### src/rtl/busErrPkg.sv
package busErrPkg;
  typedef struct packed {
    logic teaNow;    // an acknowledge is due this cycle
    logic extCause;  // external slave is among the causes
    logic incCnt;    // bump the correctable-error counter
    logic loadCnt;   // software loads counter and mask
    logic clrCap;    // software clears the capture
  } errStrobes_t;
endpackage

### src/rtl/busErrCtrl.sv
module busErrCtrl
  import busErrPkg::*;
(
  input  logic        clk,
  input  logic        rstN,
  input  logic        parErr,
  input  logic        sbeErr,
  input  logic        dbeErr,
  input  logic        extErr,
  input  logic        regWrEn,
  input  logic        clrBit,
  input  logic        dataDis,
  input  logic        cntAtMax,
  output errStrobes_t strb,
  output logic        teaPulse
);
  logic dataOn;
  logic sbeHit;

  always_comb begin
    dataOn        = !dataDis;
    sbeHit        = dataOn && sbeErr;
    strb.teaNow   = extErr || (dataOn && (parErr || dbeErr)) || (sbeHit && cntAtMax);
    strb.extCause = extErr;
    strb.incCnt   = sbeHit && !cntAtMax && !regWrEn;
    strb.loadCnt  = regWrEn;
    strb.clrCap   = regWrEn && clrBit;
  end

  always_ff @(posedge clk) begin
    if (!rstN) teaPulse <= 1'b0;
    else       teaPulse <= strb.teaNow;
  end

  p_ext_tea_r7: assert property (@(posedge clk) disable iff (!rstN)
    extErr |=> teaPulse);
  p_mask_quiet_r5: assert property (@(posedge clk) disable iff (!rstN)
    (dataDis && !extErr) |=> !teaPulse);
  p_data_tea_r6: assert property (@(posedge clk) disable iff (!rstN)
    (!dataDis && (parErr || dbeErr)) |=> teaPulse);
endmodule

### src/rtl/busErrDatapath.sv
module busErrDatapath
  import busErrPkg::*;
#(
  parameter int CNT_W = 8,
  parameter int TC_W  = 3,
  parameter int TT_W  = 5,
  parameter int REG_W = 32
) (
  input  logic             clk,
  input  logic             rstN,
  input  errStrobes_t      strb,
  input  logic [TC_W-1:0]  xferCode,
  input  logic [TT_W-1:0]  xferType,
  input  logic [REG_W-1:0] wrData,
  output logic [REG_W-1:0] rdData,
  output logic             dataDis,
  output logic             cntAtMax
);
  localparam int CODE_LSB = 2;
  localparam int TYPE_LSB = CODE_LSB + TC_W;
  localparam int DIS_BIT  = TYPE_LSB + TT_W + 2;
  localparam int CNT_LSB  = REG_W - CNT_W;
  localparam logic [CNT_W-1:0] CNT_MAX = {CNT_W{1'b1}};

  logic             capValid;
  logic             extFlag;
  logic [TC_W-1:0]  codeQ;
  logic [TT_W-1:0]  typeQ;
  logic [CNT_W-1:0] cntQ;
  logic             capLive;

  assign capLive  = capValid && !strb.clrCap;
  assign cntAtMax = (cntQ == CNT_MAX);

  always_ff @(posedge clk) begin
    if (!rstN) begin
      cntQ    <= '0;
      dataDis <= 1'b0;
    end else begin
      if (strb.loadCnt) begin
        cntQ    <= wrData[CNT_LSB +: CNT_W];
        dataDis <= wrData[DIS_BIT];
      end else if (strb.incCnt) begin
        cntQ <= cntQ + 1'b1;
      end
    end
  end

  always_ff @(posedge clk) begin
    if (!rstN) begin
      capValid <= 1'b0;
      extFlag  <= 1'b0;
      codeQ    <= '0;
      typeQ    <= '0;
    end else if (strb.teaNow && !capLive) begin
      capValid <= 1'b1;
      extFlag  <= strb.extCause;
      codeQ    <= xferCode;
      typeQ    <= xferType;
    end else if (strb.clrCap) begin
      capValid <= 1'b0;
      extFlag  <= 1'b0;
      codeQ    <= '0;
      typeQ    <= '0;
    end
  end

  always_comb begin
    rdData                       = '0;
    rdData[0]                    = capValid;
    rdData[1]                    = extFlag;
    rdData[CODE_LSB +: TC_W]     = codeQ;
    rdData[TYPE_LSB +: TT_W]     = typeQ;
    rdData[DIS_BIT]              = dataDis;
    rdData[CNT_LSB +: CNT_W]     = cntQ;
  end

  p_count_step_r1: assert property (@(posedge clk) disable iff (!rstN)
    strb.incCnt |=> cntQ == CNT_W'($past(cntQ) + 1'b1));
  p_no_overflow_r2: assert property (@(posedge clk) disable iff (!rstN)
    (cntAtMax && !strb.loadCnt) |=> cntAtMax);
  p_load_wins_r4: assert property (@(posedge clk) disable iff (!rstN)
    strb.loadCnt |=> cntQ == $past(wrData[CNT_LSB +: CNT_W]));
  p_capture_hold_r9: assert property (@(posedge clk) disable iff (!rstN)
    (capValid && !strb.clrCap) |=> ($stable(codeQ) && $stable(typeQ) && $stable(extFlag) && capValid));
endmodule

### src/rtl/busErrCapture.sv
module busErrCapture
  import busErrPkg::*;
#(
  parameter int CNT_W = 8,
  parameter int TC_W  = 3,
  parameter int TT_W  = 5
) (
  input  logic            clk,
  input  logic            rstN,
  input  logic            parErr,
  input  logic            sbeErr,
  input  logic            dbeErr,
  input  logic            extErr,
  input  logic [TC_W-1:0] xferCode,
  input  logic [TT_W-1:0] xferType,
  input  logic            regWrEn,
  input  logic [31:0]     regWrData,
  output logic [31:0]     regRdData,
  output logic            teaPulse
);
  localparam int REG_W = 32;

  errStrobes_t strb;
  logic        dataDis;
  logic        cntAtMax;

  busErrCtrl ctrl_i (
    .clk      (clk),
    .rstN     (rstN),
    .parErr   (parErr),
    .sbeErr   (sbeErr),
    .dbeErr   (dbeErr),
    .extErr   (extErr),
    .regWrEn  (regWrEn),
    .clrBit   (regWrData[0]),
    .dataDis  (dataDis),
    .cntAtMax (cntAtMax),
    .strb     (strb),
    .teaPulse (teaPulse)
  );

  busErrDatapath #(
    .CNT_W (CNT_W),
    .TC_W  (TC_W),
    .TT_W  (TT_W),
    .REG_W (REG_W)
  ) dp_i (
    .clk      (clk),
    .rstN     (rstN),
    .strb     (strb),
    .xferCode (xferCode),
    .xferType (xferType),
    .wrData   (regWrData),
    .rdData   (regRdData),
    .dataDis  (dataDis),
    .cntAtMax (cntAtMax)
  );
endmodule

### config.mk
export PLATFORM = sky130hd
export DESIGN_NAME = busErrCapture
export DESIGN_NICKNAME = d
export VERILOG_FILES = /design/src/rtl/busErrPkg.sv /design/src/rtl/busErrCtrl.sv /design/src/rtl/busErrDatapath.sv /design/src/rtl/busErrCapture.sv
export SDC_FILE = /design/constraint.sdc
export NUM_CORES = 1
export LEC_CHECK = 0
export BUFFER_PORTS_ARGS = -buffer_cell sky130_fd_sc_hd__buf_2
export CORE_MARGIN = 1.5
export CORE_UTILIZATION = 40
export CTS_CLUSTER_SIZE = 25
export DETAILED_ROUTE_END_ITERATION = 7
export GPL_TIMING_DRIVEN = 0
export PLACE_DENSITY = 0.79
export REMOVE_ABC_BUFFERS = 1
export SYNTH_ARGS = -nofsm -noshare
export SYNTH_HDL_FRONTEND = slang
export SYNTH_HIERARCHICAL = 1
export SYNTH_SLANG_ARGS = --single-unit
### constraint.sdc
create_clock -name clk -period 2.1 [get_ports clk]
set_input_delay 0.21 -clock clk [delete_from_list [all_inputs] [get_ports clk]]
set_output_delay 0.21 -clock clk [all_outputs]
set_load 0.05 [all_outputs]
==> results of run 1 <==
[routing by layer]
metal,vias to the layer above,share of wire
met4,0,0
met3,0,0.081
met1,459,0.47
met2,48,0.44
met5,-,0
li1,521,-
[path summary, 6_finish.rpt]
path | from | end | slack [ns] | cells after the start
worst max-delay path | dp_i/cntQ[0] | dp_i/cntQ[7] | 0.22 | 8
worst min-delay path | regWrData[12] | dp_i/dataDis | 0.17 | 3
worst max register to register | dp_i/cntQ[0] | dp_i/cntQ[7] | 0.22 | 8
worst min register to register | dp_i/codeQ[1] | dp_i/codeQ[1] | 0.50 | 2
[through the flow]
step	setup slack, ns	utilization	instances	hold slack [ns]	power (uW)
floorplan	-0.537	-	118	0.332	642
global placement	-0.739	0.466	193	0.472	713
detailed placement	-0.512	0.469	193	0.489	717
CTS	0.0185	0.497	197	0.165	1030
global route	0.0311	0.514	203	0.163	1080
finish	0.224	0.514	203	0.165	1030
[final cells by class]
class,count,area share
multi-input combinational,93,0.441
sequential,20,0.288
timing repair buffer,50,0.190
tap,31,0.0279
clock inverter,1,0.0216
clock buffer,3,0.0162
inverter,5,0.0144
[flip-flops by register name (all words and copies together), names as in the netlist]
| signal | cells |
|---|---|
| dp_i/capValid | 1 |
| dp_i/cntQ | 8 |
| dp_i/dataDis | 1 |
| ctrl_i/teaPulse | 1 |
| dp_i/extFlag | 1 |
| dp_i/typeQ | 5 |
| dp_i/codeQ | 3 |
[kinds of logic after synthesis]
family | synth area share
fa+ha+maj | 0.0111
other cells | 0.00333
xor+xnor | 0.0311
buf+inv | 0.164
flops | 0.356
compound gates | 0.227
mux | 0.0178
simple gates | 0.190
[tightest hold or removal path, stage by stage]
cell     delay, ns
buf_2         0.08
mux2i_1       0.06
nor2b_1       0.09
[power breakdown]
group | leakage [uW] | internal, uW | switching [uW]
combinational | 0.000454 | 77.3 | 210
sequential | 0.000166 | 407 | 27.9
clock | 0.0000279 | 193 | 120
total | 0.000648 | 677 | 358
[cell usage in the layout (no fill, tap or decap), types with 3 or more instances in the layout]
cell type	synthesis	layout
and2_1	4	4
inv_1	3	3
o21ai_0	10	10
nand3_1	14	14
a21boi_0	10	10
o211ai_1	9	9
clkbuf_4	0	3
conb_1	1	13
buf_4	18	6
nand2_1	3	3
dfxtp_1	20	19
buf_2	4	44
[timing repair]
action | CTS | global route
buffers inserted | 0 | 6
setup endpoints to repair | 17 | 13
hold buffers | 0 | 0
pin swaps | 0 | 2
resized for setup | 5 | 1
==> summary.md, run 1 <==
| Metric | Value |
|---|---|
| CTS clk-pin slew, worst paths | 0.12 ns |
| Setup_tns | 0 ns |
| Worst-path cell chain | ha_1 -> nand3_1 -> nor2_2 -> nor4b_4 -> buf_4 -> nand3b_1 -> or4_1 -> nand3_1 |
| Sink Count | 20 |
| WP data arrival | 2.13 ns |
| Die height | 56.1 microns |
| Post-DP HPWL | 1.74 mm |
| Critical Path End Type | flop |
| CTS tree | done |
| H-tree levels | 1 |
| Main synth FF type | dfxtp_1 |
| Diode count | 0 |
| Horiz. Die Dim | 56.1 microns |
| YS warnings | 6 |
| Final count of pins violating max slew | 0 |
| Area of the multi-input gates | 614 sq um |
| Met2 global-route usage | 0.235 |
| Core Area | 2710 sq um |
| Slowest cell on crit path | or4_1 |
| Starting Density | 0.416 |
| Buf/Inv on CP | 1 |
| PD cells | 743 nW/um^2 |
| Final hold viol count | 0 |
| Pin count of the biggest net entering global routing | 23 |
| Fin area | 1390 sq um |
| Fmax | 0.533 GHz |
| Outcome | completed |
| Via Count | 1028 |
| Drt initial violations | 44 |
| Setup-failing EPs final | 0 |
| Yosys top cell by area | dfxtp_1 |
| VDD IR max | 0.465 mV |
| Share of cells above drive strength 1 | 0.360 |
| Post-synth top area share | 0.356 |
| Via/cell ratio | 5.06 |
| Port buffer count | 44 |
| Post-synthesis cell area | 1130 sq um |
| Worst Setup Start Kind | flop |
| Max cap viols | 0 |
| WS Path Type | flop to flop |
| GR Layer Usage met1 | 0.212 |
| Final RePlAce weighted congestion | 0.763 |
| Post-Route WL | 2.40 mm |
| First-pass GRT wire length | 3.88 mm |
| Number of synthesized register bits | 20 |
| Met3 GRT Util | 0.0302 |
| Core Rows | 19 |
| GRT Overall Usage | 0.151 |
| Crit Path Max Fanout | 7 |
| Routed len/inst | 11.8 microns |
| Static Leak | 0.000648 uW |
| Final ANT Viol Nets | 0 |
| Post-synthesis average cell area | 8.60 sq um |
| RSZ-0062 raised after global routing | no |
| Post-route minimum period | 1.88 ns |
| Syn Inst Count | 131 |
| Initial antenna violation count | 0 |
| Area added between synthesis and finish | 23.7% |
| FF+latch area | 402 sq um |
| Fillcell total | 285 |
| CTS buffer count | 3 |
| Distinct cells, synth | 33 |
| I/O pin count | 80 |
| Deepest clock path buffer count | 2 |
| Nets | 221 |
| Final period util | 0.893 |
| Final setup skew | 0.0114 ns |
| Top cell family by delay on the critical path | simple AND/OR/NAND/NOR gates |
| Top cell types by occurrence after synthesis | dfxtp_1 (20), buf_4 (18), nand3_1 (14), a21boi_0 (10), o21ai_0 (10) |
| Max incr delay on CP | 0.46 ns |
| Number of synthesized flops with an enable pin | 0 |
| Sequential cell area fraction in the yosys report | 0.356 |
| TritonRoute pass-1 iters | 4 |
| Clock Root Buffer | clkbuf_4 |
| Crit-path most repeated cell | nand3_1 |
| Crit path required time | 2.35 ns |
| Top cells by area, synth | dfxtp_1 (36%), buf_4 (12%), a21boi_0 (6.7%) |
| GRT overflow | 0 |
| Worst skew pair latency | 0.30 ns |
| Fraction of registers with async set/reset | 0 |
| Post-DP Area | 1270 sq um |
| Most common cell in the synthesized netlist | dfxtp_1 |
| GRT busiest layer | met2 |
| Number of global-route vias before repair | 858 |
| Die area | 3140 sq um |
| Hold Crit Class | primary input to flop |
| DRC | 0 |
Power figures use the tool's default switching activity.
==> run 2: changes to the inputs <==
--- a/config.mk
+++ b/config.mk
@@ -7,11 +7,11 @@
 export LEC_CHECK = 0
 export BUFFER_PORTS_ARGS = -buffer_cell sky130_fd_sc_hd__buf_2
 export CORE_MARGIN = 1.5
-export CORE_UTILIZATION = 40
+export CORE_UTILIZATION = 43
 export CTS_CLUSTER_SIZE = 25
 export DETAILED_ROUTE_END_ITERATION = 7
 export GPL_TIMING_DRIVEN = 0
-export PLACE_DENSITY = 0.79
+export PLACE_DENSITY = 0.84
 export REMOVE_ABC_BUFFERS = 1
 export SYNTH_ARGS = -nofsm -noshare
 export SYNTH_HDL_FRONTEND = slang
==> constraint.sdc (replaced) <==
create_clock -name clk -period 2.4 [get_ports clk]
set_input_delay 0.24 -clock clk [delete_from_list [all_inputs] [get_ports clk]]
set_output_delay 0.24 -clock clk [all_outputs]
set_load 0.05 [all_outputs]
==> summary.md, run 2 (synthesis results as in run 1) <==
| Metric | Value |
|---|---|
| Worst skew pair latency | 0.29 ns |
| Top cell family by delay on the critical path | simple AND/OR/NAND/NOR gates |
| Post-route minimum period | 2.18 ns |
| Crit-path most repeated cell | nand3_1 |
| VDD IR max | 0.384 mV |
| Die area | 2930 sq um |
| Sw Pwr | 314 uW |
| Final RePlAce weighted congestion | 0.727 |
| Most frequent cells in the layout | buf_2 (45), dfxtp_1 (20), nand3_1 (14) |
| Core Area | 2480 sq um |
| Diode count | 0 |
| Worst slew margin | 0.636 |
| CTS clk-pin slew, worst paths | 0.12 ns |
| First-pass GRT wire length | 3.83 mm |
| Worst Setup Start Kind | flop |
| Deepest clock path buffer count | 2 |
| Worst slew pin tran | 0.545 ns |
| Gate power share | 0.272 |
| Initial antenna violation count | 0 |
| Regs by FF count | dp_i/cntQ (8), dp_i/typeQ (5), dp_i/codeQ (3) |
| Final Power | 899 uW |
| Worst-path cell chain | ha_1 -> nand3_1 -> nor2_1 -> nor4b_2 -> buf_2 -> nand3_1 -> or3_1 -> a31oi_1 |
| Fmax | 0.459 GHz |
| Core Rows | 18 |
| Setup_tns | 0 ns |
| Post-Route WL | 2.45 mm |
| Crit path required time | 2.63 ns |
| I/O pin count | 80 |
| Final ANT Viol Nets | 0 |
| Clock Root Buffer | clkbuf_4 |
| Max incr delay on CP | 0.49 ns |
| CTS tree | done |
| Setup-failing EPs final | 0 |
| CTS buffer count | 3 |
| Fin area | 1340 sq um |
| TritonRoute pass-1 iters | 3 |
| WS Path Type | flop to flop |
| Switching Share | 0.349 |
| Final period util | 0.908 |
| P_int | 585 uW |
| Horiz. Die Dim | 54.2 microns |
| Drt initial violations | 13 |
| RSZ-0062 raised after global routing | no |
| Share of cells above drive strength 1 | 0.329 |
| WP data arrival | 2.41 ns |
| Clock Power Share | 0.306 |
| Fillcell total | 253 |
| Starting Density | 0.455 |
| Outcome | completed |
| Reg power frac | 0.423 |
| Pin count of the biggest net entering global routing | 23 |
| Final setup skew | 0.00200 ns |
| Area added between synthesis and finish | 19.1% |
| Critical Path End Type | flop |
| Slowest cell on crit path | nor4b_2 |
| Post-CTS Hold Buffers | 0 |
| Crit Path Max Fanout | 6 |
| Post-DP HPWL | 1.90 mm |
| Final hold viol count | 0 |
| Sink Count | 20 |
| GRT Overall Usage | 0.177 |
| Via/cell ratio | 5.06 |
| Max FFs per register | 8 |
| Post-DP Area | 1270 sq um |
| Via Count | 996 |
| Port buffer count | 44 |
| Max cap viols | 0 |
| Die height | 54.2 microns |
| Largest register by flop count | dp_i/cntQ |
| Routed len/inst | 12.4 microns |
| Static Leak | 0.000612 uW |
| Number of global-route vias before repair | 935 |
| Commonest non-fill, non-tap cell in the layout | buf_2 |
| GRT overflow | 0 |
| Hold Crit Class | primary input to flop |
| H-tree levels | 1 |
| Setup Buffers After CTS | 0 |
| DRC | 0 |
| PD cells | 670 nW/um^2 |
| Buf/Inv on CP | 1 |
| Nets | 216 |
| Final count of pins violating max slew | 0 |
## run 2: area by class of cell
class                           count  area (sq um)  share of cell area
Inverter                            5          22.5              0.0168
Tap cell                           30          37.5              0.0280
Timing Repair Buffer               45           225               0.168
Multi-Input combinational cell     93           603               0.450
Clock inverter                      1          30.0              0.0224
Clock buffer                        3          22.5              0.0168
Sequential cell                    20           400               0.299
## run 2: final timing paths
kind | startpoint | end | slack [ns] | cells after the start
max | dp_i/cntQ[0] | dp_i/cntQ[5] | 0.22 | 8
min | regWrData[28] | dp_i/cntQ[4] | 0.20 | 3
max reg2reg | dp_i/cntQ[0] | dp_i/cntQ[5] | 0.22 | 8
min reg2reg | dp_i/typeQ[1] | dp_i/typeQ[1] | 0.51 | 2
## run 2: power by group through the flow
stage / clock network, uW / logic, uW / registers [uW]
2_1_floorplan: 0 / 97.1 / 465
3_3_place_gp: 0 / 235 / 385
3_5_place_dp: 0 / 242 / 386
6_report: 275 / 244 / 380
5_1_grt: 299 / 261 / 384
4_1_cts: 279 / 243 / 379
## run 2: metrics by stage
stage	util	std cells	worst slack, ns	hold WS [ns]
final	0.541	197	0.220	0.202
after global routing	0.541	197	0.0522	0.190
after CTS	0.537	197	0.0885	0.198
after detailed placement	0.512	193	-0.168	0.496
after global placement	0.510	192	-0.340	0.480
after floorplan	-	118	-0.237	0.362
## run 2: layer usage
metal  global-route usage  share of wire  routed length (microns)  vias up
met5                    0              0                        0        -
met4               0.0375              0                        0        0
met3               0.0472          0.083                      204        0
met2                0.335           0.47                     1160       46
met1                0.193           0.44                     1080      443
li1                     -              -                        -      507
## run 2: repair_timing
item | in CTS | in global routing
pin swaps | 0 | 0
resized for setup | 2 | 2
endpoints found under the setup margin | 10 | 9
## run 2: worst min-delay path, stage by stage
cell and delay [ns]:
buf_2 0.07, o21ai_0 0.06, a21oi_1 0.10
